<file path="src/rtl/cmac_pkg.sv">
package cmac_pkg;
  localparam int unsigned PHASE_W    = 3;
  localparam int unsigned PHASE_LAST = 7;

  typedef enum logic [1:0] {
    ST_RE_ADD = 2'd0,
    ST_RE_SUB = 2'd1,
    ST_IM_ADD = 2'd2,
    ST_IM_ADD2 = 2'd3
  } acc_step_e;

  function automatic acc_step_e step_of(input logic [PHASE_W-1:0] ph);
    return acc_step_e'(ph[2:1]);
  endfunction
endpackage

</file>
<file path="src/rtl/cmac_fetch.sv">
module cmac_fetch #(
  parameter int unsigned DW     = 16,
  parameter int unsigned ADDR_W = 16,
  parameter int unsigned RAM_AW = 6,
  parameter int unsigned LEN_W  = RAM_AW + 1
) (
  input  logic              clk,
  input  logic              rst_n,
  input  logic              clear,
  input  logic              run,
  input  logic [LEN_W-1:0]  len_in,
  input  logic [ADDR_W-1:0] base_in,
  input  logic              take,
  output logic              mem_rd_valid,
  output logic [ADDR_W-1:0] mem_rd_addr,
  input  logic              mem_rd_ready,
  input  logic [2*DW-1:0]   mem_rd_data,
  output logic [RAM_AW-1:0] ram_rd_addr,
  input  logic [2*DW-1:0]   ram_rd_data,
  output logic              hold_full,
  output logic [2*DW-1:0]   hold_a,
  output logic [2*DW-1:0]   hold_b,
  output logic              all_fetched
);
  logic [LEN_W-1:0]  idx, len_q;
  logic [ADDR_W-1:0] base_q;
  logic              fire;

  assign all_fetched  = (idx == len_q);
  assign mem_rd_valid = run && !all_fetched && !hold_full;
  assign mem_rd_addr  = base_q + ADDR_W'(idx);
  assign ram_rd_addr  = idx[RAM_AW-1:0];
  assign fire         = mem_rd_valid && mem_rd_ready;

  always_ff @(posedge clk or negedge rst_n) begin
    if (!rst_n) begin
      idx       <= '0;
      len_q     <= '0;
      base_q    <= '0;
      hold_full <= 1'b0;
      hold_a    <= '0;
      hold_b    <= '0;
    end else if (clear) begin
      idx       <= '0;
      len_q     <= len_in;
      base_q    <= base_in;
      hold_full <= 1'b0;
    end else begin
      if (fire) begin
        hold_a    <= mem_rd_data;
        hold_b    <= ram_rd_data;
        hold_full <= 1'b1;
        idx       <= idx + 1'b1;
      end else if (take) begin
        hold_full <= 1'b0;
      end
    end
  end

  // a raised request keeps its address until accepted
  a_r8_req_held: assert property (@(posedge clk) disable iff (!rst_n)
    (mem_rd_valid && !mem_rd_ready && !clear) |=> (mem_rd_valid && $stable(mem_rd_addr)));

  // never more reads than the command length
  a_r3_no_overfetch: assert property (@(posedge clk) disable iff (!rst_n)
    mem_rd_valid |-> (idx < len_q));
endmodule

</file>
<file path="src/rtl/cmac_compute.sv">
module cmac_compute
  import cmac_pkg::*;
#(
  parameter int unsigned DW    = 16,
  parameter int unsigned ACC_W = 40
) (
  input  logic                    clk,
  input  logic                    rst_n,
  input  logic                    clear,
  input  logic                    hold_full,
  input  logic [2*DW-1:0]         hold_a,
  input  logic [2*DW-1:0]         hold_b,
  input  logic                    all_fetched,
  output logic                    take,
  output logic                    last_elem,
  output logic signed [ACC_W-1:0] acc_re,
  output logic signed [ACC_W-1:0] acc_im
);
  localparam int unsigned PW = 2 * DW;

  logic                   cmp_run;
  logic [PHASE_W-1:0]     phase;
  logic signed [DW-1:0]   ar, ai, br, bi, mul_x, mul_y;
  logic signed [PW-1:0]   prod;
  logic signed [ACC_W-1:0] prod_ext;
  logic                   elem_end;

  assign elem_end  = cmp_run && (phase == PHASE_W'(PHASE_LAST));
  assign take      = hold_full && (!cmp_run || elem_end) && !clear;
  assign last_elem = elem_end && all_fetched && !hold_full;

  // even phases: ar*br, ai*bi, ar*bi, ai*br
  assign mul_x    = phase[1] ? ai : ar;
  assign mul_y    = phase[2] ? (phase[1] ? br : bi) : (phase[1] ? bi : br);
  assign prod_ext = {{(ACC_W-PW){prod[PW-1]}}, prod};

  always_ff @(posedge clk or negedge rst_n) begin
    if (!rst_n) begin
      cmp_run <= 1'b0;
      phase   <= '0;
      ar <= '0; ai <= '0; br <= '0; bi <= '0;
    end else if (clear) begin
      cmp_run <= 1'b0;
      phase   <= '0;
    end else if (take) begin
      ar <= hold_a[PW-1:DW];
      ai <= hold_a[DW-1:0];
      br <= hold_b[PW-1:DW];
      bi <= hold_b[DW-1:0];
      cmp_run <= 1'b1;
      phase   <= '0;
    end else if (cmp_run) begin
      phase <= phase + 1'b1;
      if (elem_end) cmp_run <= 1'b0;
    end
  end

  always_ff @(posedge clk or negedge rst_n) begin
    if (!rst_n) begin
      prod   <= '0;
      acc_re <= '0;
      acc_im <= '0;
    end else if (clear) begin
      acc_re <= '0;
      acc_im <= '0;
    end else if (cmp_run) begin
      if (!phase[0]) begin
        prod <= mul_x * mul_y;
      end else begin
        unique case (step_of(phase))
          ST_RE_ADD:  acc_re <= acc_re + prod_ext;
          ST_RE_SUB:  acc_re <= acc_re - prod_ext;
          ST_IM_ADD:  acc_im <= acc_im + prod_ext;
          ST_IM_ADD2: acc_im <= acc_im + prod_ext;
        endcase
      end
    end
  end

  // an idle compute stage leaves the accumulators untouched
  a_r9_idle_holds: assert property (@(posedge clk) disable iff (!rst_n)
    (!cmp_run && !clear) |=> ($stable(acc_re) && $stable(acc_im)));

  // an element ends after phase 7 unless another pair is waiting
  a_r6_phase_wrap: assert property (@(posedge clk) disable iff (!rst_n)
    (elem_end && !hold_full && !clear) |=> !cmp_run);

  // the real accumulator moves only on the first two odd phases
  a_r2_re_steps: assert property (@(posedge clk) disable iff (!rst_n)
    (cmp_run && !clear && (phase[0] == 1'b0 || phase[2] == 1'b1)) |=> $stable(acc_re));
endmodule

</file>
<file path="src/rtl/cmac_engine.sv">
module cmac_engine #(
  parameter int unsigned DW     = 16,
  parameter int unsigned ACC_W  = 40,
  parameter int unsigned ADDR_W = 16,
  parameter int unsigned RAM_AW = 6,
  localparam int unsigned LEN_W = RAM_AW + 1
) (
  input  logic              clk,
  input  logic              rst_n,
  input  logic              start,
  input  logic [LEN_W-1:0]  length,
  input  logic [ADDR_W-1:0] base_addr,
  output logic              busy,
  output logic              mem_rd_valid,
  output logic [ADDR_W-1:0] mem_rd_addr,
  input  logic              mem_rd_ready,
  input  logic [2*DW-1:0]   mem_rd_data,
  output logic [RAM_AW-1:0] ram_rd_addr,
  input  logic [2*DW-1:0]   ram_rd_data,
  output logic [ACC_W-1:0]  acc_re,
  output logic [ACC_W-1:0]  acc_im,
  output logic              done
);
  logic            active, done_pend, start_ok;
  logic            take, last_elem, hold_full, all_fetched;
  logic [2*DW-1:0] hold_a, hold_b;
  logic signed [ACC_W-1:0] sre, sim;

  assign busy     = active || done_pend;
  assign start_ok = start && !busy;
  assign acc_re   = sre;
  assign acc_im   = sim;

  always_ff @(posedge clk or negedge rst_n) begin
    if (!rst_n) begin
      active    <= 1'b0;
      done_pend <= 1'b0;
      done      <= 1'b0;
    end else if (start_ok) begin
      active    <= (length != '0);
      done_pend <= (length == '0);
      done      <= 1'b0;
    end else begin
      if (active && last_elem) begin
        active    <= 1'b0;
        done_pend <= 1'b1;
      end
      if (done_pend) begin
        done_pend <= 1'b0;
        done      <= 1'b1;
      end
    end
  end

  cmac_fetch #(.DW(DW), .ADDR_W(ADDR_W), .RAM_AW(RAM_AW), .LEN_W(LEN_W)) u_fetch (
    .clk, .rst_n, .clear(start_ok), .run(active), .len_in(length), .base_in(base_addr),
    .take, .mem_rd_valid, .mem_rd_addr, .mem_rd_ready, .mem_rd_data,
    .ram_rd_addr, .ram_rd_data, .hold_full, .hold_a, .hold_b, .all_fetched
  );

  cmac_compute #(.DW(DW), .ACC_W(ACC_W)) u_compute (
    .clk, .rst_n, .clear(start_ok), .hold_full, .hold_a, .hold_b, .all_fetched,
    .take, .last_elem, .acc_re(sre), .acc_im(sim)
  );

  // an accepted start clears done on the next edge
  a_r4_start_clears: assert property (@(posedge clk) disable iff (!rst_n)
    start_ok |=> !done);

  // done holds until a new command is accepted
  a_r5_done_holds: assert property (@(posedge clk) disable iff (!rst_n)
    (done && !start_ok) |=> done);

  // busy and done never overlap
  a_r5_busy_excl: assert property (@(posedge clk) disable iff (!rst_n)
    !(busy && done));
endmodule

</file>
<file path="config.mk">
export PLATFORM = sky130hd
export DESIGN_NAME = cmac_engine
export DESIGN_NICKNAME = d
export VERILOG_FILES = /design/src/rtl/cmac_pkg.sv /design/src/rtl/cmac_fetch.sv /design/src/rtl/cmac_compute.sv /design/src/rtl/cmac_engine.sv
export SDC_FILE = /design/constraint.sdc
export NUM_CORES = 1
export LEC_CHECK = 0
export ABC_AREA = 1
export BUFFER_PORTS_ARGS = -buffer_cell sky130_fd_sc_hd__buf_2
export CAP_MARGIN = 20
export CORE_AREA = 10 10 193 267
export CTS_CLUSTER_SIZE = 24
export DETAILED_ROUTE_END_ITERATION = 16
export DIE_AREA = 0 0 203 277
export GPL_TIMING_DRIVEN = 0
export MAX_ROUTING_LAYER = met4
export PLACE_DENSITY = 0.81
export SYNTH_ARGS = -nofsm -noshare
export SYNTH_HDL_FRONTEND = slang
export SYNTH_SLANG_ARGS = --single-unit
</file>
<file path="constraint.sdc">
create_clock -name clk -period 18.95 [get_ports clk]
set_clock_uncertainty 0.15 [all_clocks]
set_input_delay 3.79 -clock clk [delete_from_list [all_inputs] [get_ports clk]]
set_output_delay 3.79 -clock clk [all_outputs]
set_load 0.01 [all_outputs]
</file>
== Yosys cells after proc, flatten, opt, wreduce, memory -nomap -nowiden ==
Index checks and enable logic that the tools add are counted.
Widths: inputs -> output; s select.

* Add/subtract/negate cells: 6
* Multipliers: 1
* Equal/unequal tests: 5
* Multiplexer cells: 31
* Bitwise operators: 2
* Reduce and logical (&&, ||, !) cells: 35

{| class="wikitable"
|+ Operators with widths
! kind !! number
|-
| $mux 40 || 7
|-
| $add 40x32->40 || 2
|-
| $pmux 40 s2 || 1
|-
| $mux 16 || 4
|-
| $sub 40x32->40 || 1
|-
| $mul 16x16->32 || 1
|-
| $add 16x7->16 || 1
|-
| $mux 1 || 14
|-
| $mux 7 || 2
|-
| $reduce_bool 2->1 || 6
|-
| $logic_and 1x1->1 || 10
|-
| $mux 3 || 3
|-
| $reduce_and 3->1 || 3
|-
| $reduce_bool 3->1 || 3
|-
| $add 7x1->7 const B || 1
|-
| $eq 7x7->1 || 1
|-
| $logic_not 7->1 || 1
|-
| $reduce_bool 7->1 || 1
|-
| $logic_not 1->1 || 5
|-
| $eq 2x2->1 const B || 2
|-
| $reduce_and 2->1 || 2
|-
| $add 3x1->3 const B || 1
|-
| $eq 3x3->1 const B || 1
|-
| $eq 2x1->1 const B || 1
|-
| other kinds (4) || 6
|}

* Flip-flop bits (word level): 278
* Bits of input ports: 91
* Output and inout port bits: 105
* Logic and storage cells: 98

== Longest topological paths before layout ==
* Word-level depth: 8
* Depth in mapped cells: 33
* Mapped depth without buffers: 32

== By module ==
From an unflattened synthesis, not the netlist that was laid out.

* Cells, all modules: 4136
* Area total of the unflattened synthesis: 29173.0 um2

{| class="wikitable"
|+ By module, submodules not included
! module !! instances !! cells each !! area an instance (um2) !! seq. area each (um2)
|-
| cmac_compute || 1 || 3552 || 24342.1 || 4504.3
|-
| cmac_fetch || 1 || 563 || 4665.7 || 2377.3
|-
| cmac_engine || 1 || 21 || 165.2 || 75.1
|}

== Least setup slack after synthesis ==
OpenSTA, ideal clock, no wires.

* Path type: reg-to-reg
* Start point: register u_compute.phase[1]
* End point: register u_compute.prod[28]
* Setup time: 0.126 ns
* Arrival: 6.120 ns
* Data required time: 18.674 ns
* Path slack: 12.554 ns
* Cell stages (with the launch flop): 29
* Path buffers: 1
* Period minus slack after synthesis: 6.396 ns
* Path through: dfrtp_1 -> inv_1 -> nor2_2 -> inv_2 -> nand2_4 -> buf_4 -> or2_2 -> o21ai_2 -> nor2_1 -> fa_1 -> fa_1 -> inv_1 -> fa_1 -> fa_1 -> inv_1 -> fa_1 -> inv_1 -> fa_1 -> inv_1 -> ha_1 -> nand2_1 -> nor2_1 -> inv_1 -> nor3_1 -> nand3_1 -> nand2_1 -> nand2_1 -> nand3_1 -> o21ai_0

* Word-level cells in the longest chain between the ends: 3
* Elaborated cells on any way between the ends: 5
* Classes of those cells: mul (1); mux (4)

{| class="wikitable"
|+ RTL lines
! element !! line !! RTL
|-
| start, declared || cmac_compute.sv:22 || <nowiki>logic [PHASE_W-1:0] phase;</nowiki>
|-
| start signal, assigned || cmac_compute.sv:53 || <nowiki>phase <= phase + 1'b1;</nowiki>
|-
| $mux 16 (2 in series) || cmac_compute.sv:34 || <nowiki>assign mul_y = phase[2] ? (phase[1] ? br : bi) : (phase[1] ? bi : br);</nowiki>
|-
| $mul 16x16->32 * || cmac_compute.sv:68 || <nowiki>prod <= mul_x * mul_y;</nowiki>
|-
| end signal, assigned || cmac_compute.sv:68 ||
|-
| end, declared || cmac_compute.sv:24 || <nowiki>logic signed [PW-1:0] prod;</nowiki>
|}

Mark *: on every way between the ends. The rest lies on a longest branch, timed or not.
A chain may end at the register's enable or synchronous reset.

== Final worst setup path ==
* Start point: register u_compute.phase[1]
* End point: register u_compute.prod[23]

The elaborated chain is that of the path after synthesis.

==> implementation parameters <==
Parameter                              Value

STA
  Setup repair after global routing missed its margin ... no
  Final setup TNS ... 0 ps
  Slew Limit Fails ... 0
  Final number of setup-violating endpoints ... 0
  Slew of the pin with the lowest slew margin ... 1150 ps
  Minimum clock period after layout ... 8150 ps
  Worst rel slew slack ... 22.6%
  Fmax achieved ... 0.123 GHz
  Count of final hold-check violations ... 0
  Fin crit share ... 43.0%
  Worst-case setup margin in the final layout ... 10800 ps

Clock network
  Depth of the CTS H-tree ... 1
  Number of buffers created by CTS ... 29
  Post-CTS Hold Buffers ... 0
  Post-CTS repair timing setup buffer count ... 0
  Clock Tree Buf Depth ... 3
  CTS tree ... built
  Clock Latency Late Sink ... 610 ps
  CTS sink cnt ... 278
  CTS root buf ... sky130_fd_sc_hd__clkbuf_16
  CTS resizes ... 0
  Clock transition at the register clock pins on the worst setup and hold paths after CTS ... 70 ps

Layout
  Antenna diodes ... 0
  Most common cell after layout, fill and taps aside ... sky130_fd_sc_hd__nand2_1
  Area growth from synthesis to final layout ... 10.2%
  Top library cells by usage in the layout, fill and taps aside ... sky130_fd_sc_hd__nand2_1, sky130_fd_sc_hd__inv_1, sky130_fd_sc_hd__nor2_1
  Fraction of final layout cells with drive strength greater than 1 ... 9.54%
  Total Nets Final ... 4710

Route
  Detailed Route WL ... 88800 um
  Via density per instance ... 5.45
  DR iter-0 viols ... 1567
  Post-route met1 wirelength ... 31400 um
  Final antenna-violating net count ... 0
  Met3 wire length ... 4510 um
  Wire length on met2 ... 45900 um
  Routed length per placed instance ... 18.4 um
  Total number of vias ... 26300
  Uppermost layer routed ... met4
  Number of remaining DRC errors ... 0
  Number of detailed-route iterations in the first pass ... 6

Synthesis
  Area of the mapped netlist ... 0.0286 mm2
  Distinct cell type count of the synthesized netlist ... 48
  Cell types occupying the most area after synthesis ... sky130_fd_sc_hd__dfrtp_1, sky130_fd_sc_hd__fa_1, sky130_fd_sc_hd__nand2_1
  Register area share after synthesis ... 24.4%
  Gate count after technology mapping ... 3954
  Area leader, netlist ... sky130_fd_sc_hd__dfrtp_1
  Synth warnings ... 0
  Syn_nets ... 4481
  Syn avg cell area ... 7.22 um2
  Number of storage elements in the synthesis netlist ... 278
  Top-area cell type share of the netlist area ... 24.4%

Global routing
  GRT Util Overall ... 32.4%
  Largest net degree at the start of global routing ... 129
  Vias in the first global route ... 27100
  First-pass GRT wire length ... 141000 um
  Grt total ovfl ... 0
  Initial antenna violation count ... 0

Floorplan
  Floorplan die height ... 277 um
  Std-Cell Rows ... 94
  Std-Cell Core Area ... 0.0467 mm2
  Area enclosed by the die boundary ... 0.0562 mm2
  Horiz. Die Dim ... 203 um
  Num ports ... 196
  Initial core utilization ... 61.2%

Critical path
  Crit path largest cell delay ... 920 ps
  Crit start category ... flip-flop
  Required time of the critical path ... 19280 ps
  Most numerous cell on the critical path ... sky130_fd_sc_hd__fa_1
  Data arrival at the endpoint of the critical path ... 8470 ps
  WS Path Type ... reg -> reg
  Largest fanout of any net on the critical path ... 10
  Slack of the worst reg-to-reg path ... 10800 ps
  Total buffers and inverters traversed by the critical path ... 7
  Slowest stage cell, crit path ... sky130_fd_sc_hd__fa_1
  Sort of element at the end of the critical path ... flip-flop
  Crit-path leading delay family ... adder cells

Outcome
  Outcome ... finished, final reports clean

Placement
  Routability congestion estimate from global placement ... 1.03
  Port Buffers ... 194
  Worst slack at placement ... 11030 ps
  Detailed Place HPWL ... 74100 um

Hold path
  Min-Delay Path Class ... reg -> reg

Run
  Count of max-cap constraint violations ... 0
-- logic make-up after synthesis --
kind of cell    share of synthesized area (%)
mux                                      1.26
compound gates                           7.91
flops                                    24.4
buf+inv                                  11.3
xor+xnor                                 2.12
simple gates                             27.0
fa+ha+maj                                26.1
-- layer usage --
metal  up-vias  GRT usage, %
li1      12600             -
met1     12500          32.9
met2       873          57.8
met3       309          3.29
met4         0          22.2
met5         -             -
-- state kept, by name, indices dropped and copies added (netlist names), 32 cells and up --
name	cells
u_compute.acc_im	40
u_compute.acc_re	40
u_compute.prod	32
u_fetch.hold_a	32
u_fetch.hold_b	32
-- worst paths after layout --
path	start	end	cells past startpoint
max	u_compute.phase[1]$_DFFE_PN0P_	u_compute.prod[23]$_DFFE_PN0P_	26
min	u_fetch.hold_b[23]$_DFFE_PN0P_	u_fetch.hold_b[23]$_DFFE_PN0P_	2
max reg2reg	u_compute.phase[1]$_DFFE_PN0P_	u_compute.prod[23]$_DFFE_PN0P_	26
min reg2reg	u_fetch.hold_b[23]$_DFFE_PN0P_	u_fetch.hold_b[23]$_DFFE_PN0P_	2
max in group asynchronous	rst_n	u_compute.br[11]$_DFFE_PN0P_	2
min in group asynchronous	rst_n	u_compute.acc_im[38]$_DFFE_PN0P_	1
-- cell usage after synthesis (all sizes together) --
library cell  number
ha               171
nand4             39
o22ai              5
clkinv             5
mux2              31
xnor2             21
a21oi            161
a21o               3
nand2           1177
o2111ai            1
a32o               3
o31ai              7
or2               36
buf               54
xor2              48
nor3b              2
mux2i              1
nand2b             1
o21ai            201
clkbuf            34
nand3b            12
o21bai            19
o211ai             3
a31oi              1
dfrtp            278
nand3            202
o41ai              4
a22o               1
nor4               3
a21boi             1
fa               265
inv              736
nor3              26
nor2             402
-- final cells by class --
class                           count  area (um2)
Clock inverter                     11         225
Sequential cell                   278        6960
Clock buffer                       41         851
Fill cell                        4156       15200
Buffer                             88         448
Timing Repair Buffer              198        1050
Inverter                          741        2780
Multi-Input combinational cell   2847       18400
Tap cell                          624         781
-- tightest hold or removal path, delay by kind of cell (launching register included) --
| kind | cells | cell delay, ps |
|---|---|---|
| flops | 1 | 340 |
| simple gates | 2 | 100 |
-- per-stage QoR --
| stage | util, % | std cells | hold slack [ps] | instance area, um2 |
|---|---|---|---|---|
| 6_report | 67.4 | 4828 | 324 | 31500 |
| 5_1_grt | 67.4 | 4828 | 353 | 31500 |
| 4_1_cts | 67.4 | 4827 | 328 | 31500 |
| 3_5_place_dp | 65.1 | 4775 | 312 | 30400 |
| 3_3_place_gp | 64.9 | 4772 | 312 | 30300 |
| 2_1_floorplan | - | 3954 | 295 | 28600 |
Power is not shown: default switching activity piles up to over one toggle a cycle in this logic, so the estimate is an artifact.
